--- config.mk ---
export PLATFORM = sky130hd
export DESIGN_NAME = spi_burst_slave
export DESIGN_NICKNAME = d
export VERILOG_FILES = /design/src/rtl/sbs_pkg.sv /design/src/rtl/sbs_sync.sv /design/src/rtl/sbs_regbank.sv /design/src/rtl/sbs_ctrl.sv /design/src/rtl/spi_burst_slave.sv
export SDC_FILE = /design/constraint.sdc
export NUM_CORES = 1
export LEC_CHECK = 0
export BUFFER_PORTS_ARGS = -buffer_cell sky130_fd_sc_hd__buf_2
export CORE_MARGIN = 2
export CORE_UTILIZATION = 30
export DETAILED_ROUTE_END_ITERATION = 8
export RECOVER_POWER = 50
export SLEW_MARGIN = 20
export SYNTH_ARGS = -nofsm -noshare
export SYNTH_HDL_FRONTEND = slang
export SYNTH_HIERARCHICAL = 1
export SYNTH_SLANG_ARGS = --single-unit
--- constraint.sdc ---
create_clock -name clk -period 7 [get_ports clk]
set_clock_uncertainty 0.15 [all_clocks]
set_input_delay 1.05 -clock clk [delete_from_list [all_inputs] [get_ports clk]]
set_output_delay 1.05 -clock clk [all_outputs]
set_load 0.005 [all_outputs]
--- src/rtl/sbs_pkg.sv ---
package sbs_pkg;
  localparam int BYTE_W = 8;
  localparam int NIB_W  = 4;
  localparam int CNT_W  = NIB_W + 1;
  localparam logic [BYTE_W-1:0] STAT_OK  = 8'h59;
  localparam logic [BYTE_W-1:0] STAT_BAD = 8'hA6;

  typedef enum logic [2:0] {
    IDLE, RX_ADDR, RX_NOP, RX_COUNT, TX_ADDR, TX_DATA, TX_ENDADDR, TX_STATUS
  } state_t;
endpackage

--- src/rtl/sbs_sync.sv ---
module sbs_sync #(
  parameter int W = 3,
  parameter int STAGES = 2,
  parameter logic [W-1:0] RST_VAL = '0
) (
  input  logic         clk,
  input  logic         rst,
  input  logic [W-1:0] d,
  output logic [W-1:0] q
);
  logic [W-1:0] stg [STAGES];

  for (genvar g = 0; g < STAGES; g++) begin : g_stage
    if (g == 0) begin : g_first
      always_ff @(posedge clk) begin
        if (rst) stg[g] <= RST_VAL;
        else     stg[g] <= d;
      end
    end else begin : g_next
      always_ff @(posedge clk) begin
        if (rst) stg[g] <= RST_VAL;
        else     stg[g] <= stg[g-1];
      end
    end
  end

  assign q = stg[STAGES-1];
endmodule

--- src/rtl/sbs_regbank.sv ---
module sbs_regbank #(
  parameter int DEPTH = 32,
  parameter int DW = 8,
  parameter int AW = $clog2(DEPTH)
) (
  input  logic          clk,
  input  logic          we,
  input  logic [AW-1:0] waddr,
  input  logic [DW-1:0] wdata,
  input  logic [AW-1:0] raddr,
  output logic [DW-1:0] rdata
);
  logic [DW-1:0] mem [DEPTH];

  always_ff @(posedge clk) begin
    if (we) mem[waddr] <= wdata;
    rdata <= mem[raddr];
  end
endmodule

--- src/rtl/sbs_ctrl.sv ---
module sbs_ctrl
  import sbs_pkg::*;
#(
  parameter int DEPTH = 32,
  parameter int ADDR_W = $clog2(DEPTH)
) (
  input  logic              clk,
  input  logic              rst,
  input  logic              sclk_s,
  input  logic              cs_n_s,
  input  logic              mosi_s,
  output logic [ADDR_W-1:0] rd_addr,
  input  logic [BYTE_W-1:0] rd_data,
  output logic              miso,
  output logic              frame_done,
  output logic              frame_err,
  output state_t            st_o,
  output logic              err_o,
  output logic              cs_act_o
);
  localparam logic [ADDR_W-1:0] LAST_ADDR = ADDR_W'(DEPTH - 1);

  state_t             st;
  logic               sclk_d, armed, load_pend, err, chk_en;
  logic [2:0]         bit_cnt;
  logic [BYTE_W-1:0]  rx_sh, tx_sh, sent_cur, sent_prev, next_tx, rx_byte;
  logic [ADDR_W-1:0]  cur_addr, start_addr;
  logic [CNT_W-1:0]   remain;
  logic               rise, fall, byte_end, cs_act, stat_miss, cnt_bad;

  assign cs_act    = ~cs_n_s;
  assign rise      = sclk_s & ~sclk_d;
  assign fall      = ~sclk_s & sclk_d;
  assign byte_end  = rise && (bit_cnt == 3'd7);
  assign rx_byte   = {rx_sh[BYTE_W-2:0], mosi_s};
  assign stat_miss = (st == TX_STATUS) && (mosi_s != tx_sh[BYTE_W-1]);
  assign cnt_bad   = rx_byte[NIB_W-1:0] != ~rx_byte[BYTE_W-1:NIB_W];

  // Byte placed on the wire at the falling edge after a slot boundary.
  always_comb begin
    next_tx = '0;
    case (st)
      TX_ADDR:    next_tx[ADDR_W-1:0] = start_addr;
      TX_DATA:    next_tx = rd_data;
      TX_ENDADDR: next_tx[ADDR_W-1:0] = cur_addr;
      TX_STATUS:  next_tx = err ? STAT_BAD : STAT_OK;
      default:    next_tx = '0;
    endcase
  end

  always_ff @(posedge clk) begin
    if (rst) begin
      st         <= IDLE;
      sclk_d     <= 1'b0;
      armed      <= 1'b0;
      load_pend  <= 1'b0;
      err        <= 1'b0;
      chk_en     <= 1'b0;
      bit_cnt    <= '0;
      rx_sh      <= '0;
      tx_sh      <= '0;
      sent_cur   <= '0;
      sent_prev  <= '0;
      cur_addr   <= '0;
      start_addr <= '0;
      remain     <= '0;
      frame_done <= 1'b0;
      frame_err  <= 1'b0;
    end else begin
      sclk_d     <= sclk_s;
      frame_done <= 1'b0;
      if (!cs_act) begin
        st        <= IDLE;
        armed     <= 1'b1;
        err       <= 1'b0;
        bit_cnt   <= '0;
        tx_sh     <= '0;
        load_pend <= 1'b0;
      end else if (st == IDLE) begin
        if (armed) begin
          st      <= RX_ADDR;
          armed   <= 1'b0;
          err     <= 1'b0;
          bit_cnt <= '0;
        end
      end else if (rise) begin
        rx_sh   <= rx_byte;
        bit_cnt <= bit_cnt + 3'd1;
        if (stat_miss && !err) begin
          err <= 1'b1;
          tx_sh[BYTE_W-2:0] <= ~tx_sh[BYTE_W-2:0];
        end
        if (byte_end) begin
          load_pend <= 1'b1;
          case (st)
            RX_ADDR: begin
              start_addr <= rx_byte[ADDR_W-1:0];
              cur_addr   <= rx_byte[ADDR_W-1:0];
              st         <= RX_NOP;
            end
            RX_NOP: st <= RX_COUNT;
            RX_COUNT: begin
              remain <= CNT_W'(rx_byte[BYTE_W-1:NIB_W]) + CNT_W'(1);
              if (cnt_bad) err <= 1'b1;
              chk_en <= 1'b0;
              st     <= TX_ADDR;
            end
            TX_ADDR: st <= TX_DATA;
            TX_DATA: begin
              if (chk_en && (rx_byte != sent_prev)) err <= 1'b1;
              chk_en <= 1'b1;
              if (remain == CNT_W'(1)) begin
                st <= TX_ENDADDR;
              end else begin
                cur_addr <= (cur_addr == LAST_ADDR) ? '0 : cur_addr + 1'b1;
                remain   <= remain - CNT_W'(1);
              end
            end
            TX_ENDADDR: begin
              if (rx_byte != sent_prev) err <= 1'b1;
              st <= TX_STATUS;
            end
            TX_STATUS: begin
              st         <= IDLE;
              frame_done <= 1'b1;
              frame_err  <= err | stat_miss;
              tx_sh      <= '0;
              load_pend  <= 1'b0;
            end
            default: st <= IDLE;
          endcase
        end
      end else if (fall) begin
        if (load_pend) begin
          tx_sh     <= next_tx;
          sent_prev <= sent_cur;
          sent_cur  <= next_tx;
          load_pend <= 1'b0;
        end else begin
          tx_sh <= {tx_sh[BYTE_W-2:0], 1'b0};
        end
      end
    end
  end

  assign miso     = tx_sh[BYTE_W-1];
  assign rd_addr  = cur_addr;
  assign st_o     = st;
  assign err_o    = err;
  assign cs_act_o = cs_act;
endmodule

--- src/rtl/spi_burst_slave.sv ---
module spi_burst_slave
  import sbs_pkg::*;
#(
  parameter int DEPTH = 32,
  parameter int SYNC_STAGES = 2,
  parameter int ADDR_W = $clog2(DEPTH)
) (
  input  logic              clk,
  input  logic              rst,
  input  logic              spi_sclk,
  input  logic              spi_cs_n,
  input  logic              spi_mosi,
  output logic              spi_miso,
  input  logic              pl_we,
  input  logic [ADDR_W-1:0] pl_addr,
  input  logic [BYTE_W-1:0] pl_data,
  output logic              frame_done,
  output logic              frame_err
);
  logic [2:0]        pins_s;
  logic [ADDR_W-1:0] rd_addr;
  logic [BYTE_W-1:0] rd_data;
  state_t            ctrl_st;
  logic              ctrl_err, ctrl_cs_act;

  sbs_sync #(.W(3), .STAGES(SYNC_STAGES), .RST_VAL(3'b010)) u_sync (
    .clk(clk), .rst(rst),
    .d({spi_sclk, spi_cs_n, spi_mosi}),
    .q(pins_s)
  );

  sbs_regbank #(.DEPTH(DEPTH), .DW(BYTE_W), .AW(ADDR_W)) u_bank (
    .clk(clk), .we(pl_we), .waddr(pl_addr), .wdata(pl_data),
    .raddr(rd_addr), .rdata(rd_data)
  );

  sbs_ctrl #(.DEPTH(DEPTH), .ADDR_W(ADDR_W)) u_ctrl (
    .clk(clk), .rst(rst),
    .sclk_s(pins_s[2]), .cs_n_s(pins_s[1]), .mosi_s(pins_s[0]),
    .rd_addr(rd_addr), .rd_data(rd_data),
    .miso(spi_miso), .frame_done(frame_done), .frame_err(frame_err),
    .st_o(ctrl_st), .err_o(ctrl_err), .cs_act_o(ctrl_cs_act)
  );
endmodule

==> impl_metrics.py <==
metrics = {
    "cts": {
        "htree_num_levels": 2,
        "cts_sinks": 329,
        "clockBufferDepth": 3,
        "cts-resized-gates": 0,
        "clockRootBuffer": "clkbuf_16",
        "clk_latency_ns": 0.54,
        "path_clk_slew_ns": 0.06,
        "hold_buffers": 0,
        "cts_setup_buffers": 0,
        "cts_tree": "built",
        "cts_made_buffers": 34,
    },
    "layout": {
        "mostFrequentLayoutCells": "256 x edfxtp_1, 80 x mux4_2, 71 x dfxtp_1, 58 x nor2_1, 47 x nand2_1",
        "final_cell_count_no_fill": 1458,
        "final_common_cell": "edfxtp_1",
        "multiInputGateArea_um2": 4010,
        "layout-drive-gt1-share_pct": 20.6,
        "syn2layout_area_growth_pct": 13.9,
        "utilization_pct": 34.6,
        "antenna-diode-count": 0,
        "fin_area_um2": 15300,
        "final-seq-area_um2": 9160,
        "final_nets": 873,
        "fillers": 4224,
    },
    "setup_path": {
        "path_cells": "buf_2 > clkbuf_1 > inv_1 > nand2_1 > o32ai_1",
        "rr_worst_depth": 4,
        "path_class": "in -> reg",
        "startpoint_type": "input pin",
        "critical_path.endpoint_type": "flop",
        "critPathTopFamily": "buffers and inverters",
        "critical_path_required_ns": 7.24,
        "crit_cells": 5,
        "cpMaxStageDelayCell": "clkbuf_1",
        "cp_data_arrival_time_ns": 3.75,
        "cp_max_fo": 51,
        "cp_slowest_stage_delay_ns": 1.57,
        "crit_buf_inv": 3,
    },
    "pwr": {
        "finalPower_mw": 4.20,
        "powerDensity_nw_per_um2": 274,
        "pwr-share-comb_pct": 1.6,
        "sequentialPowerShare_pct": 50.7,
        "power.switching_mw": 0.837,
        "pwr-share-clk_pct": 47.7,
        "power.internal_mw": 3.37,
        "p_leak_nw": 4.75,
        "swShare_pct": 19.9,
        "ir_worst_vdd_uv": 152,
    },
    "synth": {
        "synthArstFlopShare_pct": 0,
        "synth_warnings": 6,
        "syn-instance-count": 828,
        "syn_area_um2": 13500,
        "syn-num-nets": 860,
        "synth-edff-count": 256,
        "ys.flop_type": "edfxtp_1",
        "syn_avg_cell_area_um2": 16.3,
        "yosysSeqAreaShare_pct": 67.9,
        "ys_types": 64,
        "synth_seq_cells": 329,
    },
    "timing": {
        "tightest_slew_ns": 2.20,
        "maxSlewViolCount": 52,
        "fin_ws_ns": 3.49,
        "fin_crit_sh_pct": 50.1,
        "hold_viol": 0,
        "layout_min_cycle_time_ns": 3.51,
        "rsz0062_at_grt": "false",
        "max_freq_ghz": 0.285,
        "relSlewSlack_pct": -46.9,
        "hold_ws_ns": 0.278,
        "finalSetupViolCount": 0,
        "tns_ns": 0,
    },
    "placement": {
        "place_congestion": 0.777,
        "dp_slack_ns": 3.78,
        "dp.cells": 1397,
        "placed_area_um2": 14100,
        "port_buffers": 21,
        "dp_hpwl_mm": 18.0,
    },
    "routing": {
        "vias": 7298,
        "routed_wl_mm": 30.1,
        "drt_first_iter_violations": 779,
        "avgViaCountPerCell": 5.01,
        "ant_nets": 0,
        "drt-pass1-iter-count": 5,
        "drc": 0,
        "wl_per_cell_um": 20.6,
    },
    "floorplan": {
        "start_util_pct": 30.4,
        "rows": 77,
        "core_area_um2": 44300,
        "chipWidth_um": 216,
        "io_pins": 22,
        "die_y_um": 216,
        "dieArea_um2": 46600,
    },
    "worst_hold_path": {
        "hold_path_class": "reg -> reg",
        "min_path_cells": 1,
    },
    "global_route": {
        "grt_max_degree": 70,
        "grt-ovfl-total": 0,
        "grt_pass1_wl_mm": 45.7,
        "grt_use_total_pct": 12.9,
        "grt_pass1_vias": 7395,
        "antenna_found_initial": 3,
    },
    "run": {
        "maxCapViolations": 1,
    },
    "status": {
        "violations": "max-capacitance violations, max-slew violations",
        "status": "finished with violations",
    },
}
-- path summary, 6_finish.rpt --
| kind | endpoint | from | slack (ns) |
|---|---|---|---|
| worst max-delay path | u_ctrl/tx_sh[0] | rst | 3.49 |
| worst min-delay path | u_sync/stg[1][1] | u_sync/stg[0][1] | 0.28 |
| worst max register to register | u_bank/rdata[5] | u_ctrl/rd_addr[0] | 3.89 |
| worst min register to register | u_sync/stg[1][1] | u_sync/stg[0][1] | 0.28 |
-- cell type report --
cell class / instances / area share (%)
clock inverter: 19 / 1.93
clock buffer: 42 / 6.15
timing repair buffer: 26 / 0.815
inverter: 21 / 0.514
multi-input combinational: 429 / 26.1
sequential: 329 / 59.7
tap: 592 / 4.83
-- power groups by stage --
stage | sequential [mW] | combinational, mW | clock, mW
floorplan | 2.17 | 0.0307 | 0
global route | 2.13 | 0.0752 | 2.12
detailed placement | 2.17 | 0.0693 | 0
finish | 2.13 | 0.0676 | 2.01
CTS | 2.13 | 0.0694 | 2.06
global placement | 2.17 | 0.0669 | 0
-- flip-flops by register name (all words and copies together), names as in the netlist --
signal and flops:
u_bank/mem 256, u_bank/rdata 8, u_ctrl/armed 1, u_ctrl/bit_cnt 3, u_ctrl/chk_en 1, u_ctrl/err_o 1
u_ctrl/frame_done 1, u_ctrl/frame_err 1, u_ctrl/load_pend 1, u_ctrl/rd_addr 5, u_ctrl/remain 5, u_ctrl/rx_sh 7
u_ctrl/sclk_d 1, u_ctrl/sent_cur 8, u_ctrl/sent_prev 8, u_ctrl/st_o 3, u_ctrl/start_addr 5, u_ctrl/tx_sh 8
u_sync/stg 6
-- synth_stat cells (4+ instances only) --
master,n,area (um2)
a211oi_1,8,60.1
a21oi_1,34,170
a222oi_1,5,50.1
a22oi_1,12,90.1
a31oi_1,8,50.1
buf_1,6,22.5
buf_2,8,40.0
buf_4,12,90.1
clkbuf_1,20,75.1
dfxtp_1,73,1460
edfxtp_1,256,7690
ha_1,13,163
inv_1,20,75.1
mux2_2,8,90.1
mux2i_1,11,110
mux4_2,80,1800
nand2_1,47,176
nand2b_1,7,43.8
nand3_1,19,95.1
nand3b_1,8,60.1
nand4_1,5,31.3
nor2_1,65,244
nor2b_1,7,43.8
nor3_1,8,40.0
o211ai_1,4,30.0
o21ai_0,10,50.1
o311ai_0,4,35.0
xor2_1,13,114
-- cells by family after synthesis --
logic type | Yosys count | share of synthesized area, %
fa+ha+maj | 13 | 1.21
xor+xnor | 16 | 1.04
flops | 329 | 67.9
simple gates | 195 | 7.23
buf+inv | 70 | 2.48
compound gates | 106 | 5.27
mux | 99 | 14.9
-- routing by layer --
metal,part of all wire [%],vias up,GRT usage (%)
met5,0.15,-,0
met4,2.0,6,3.49
met3,6.4,49,3.28
met2,46,185,19.8
met1,45,3777,18.1
li1,-,3281,-
Note: power is estimated with default switching activity, not from simulation.
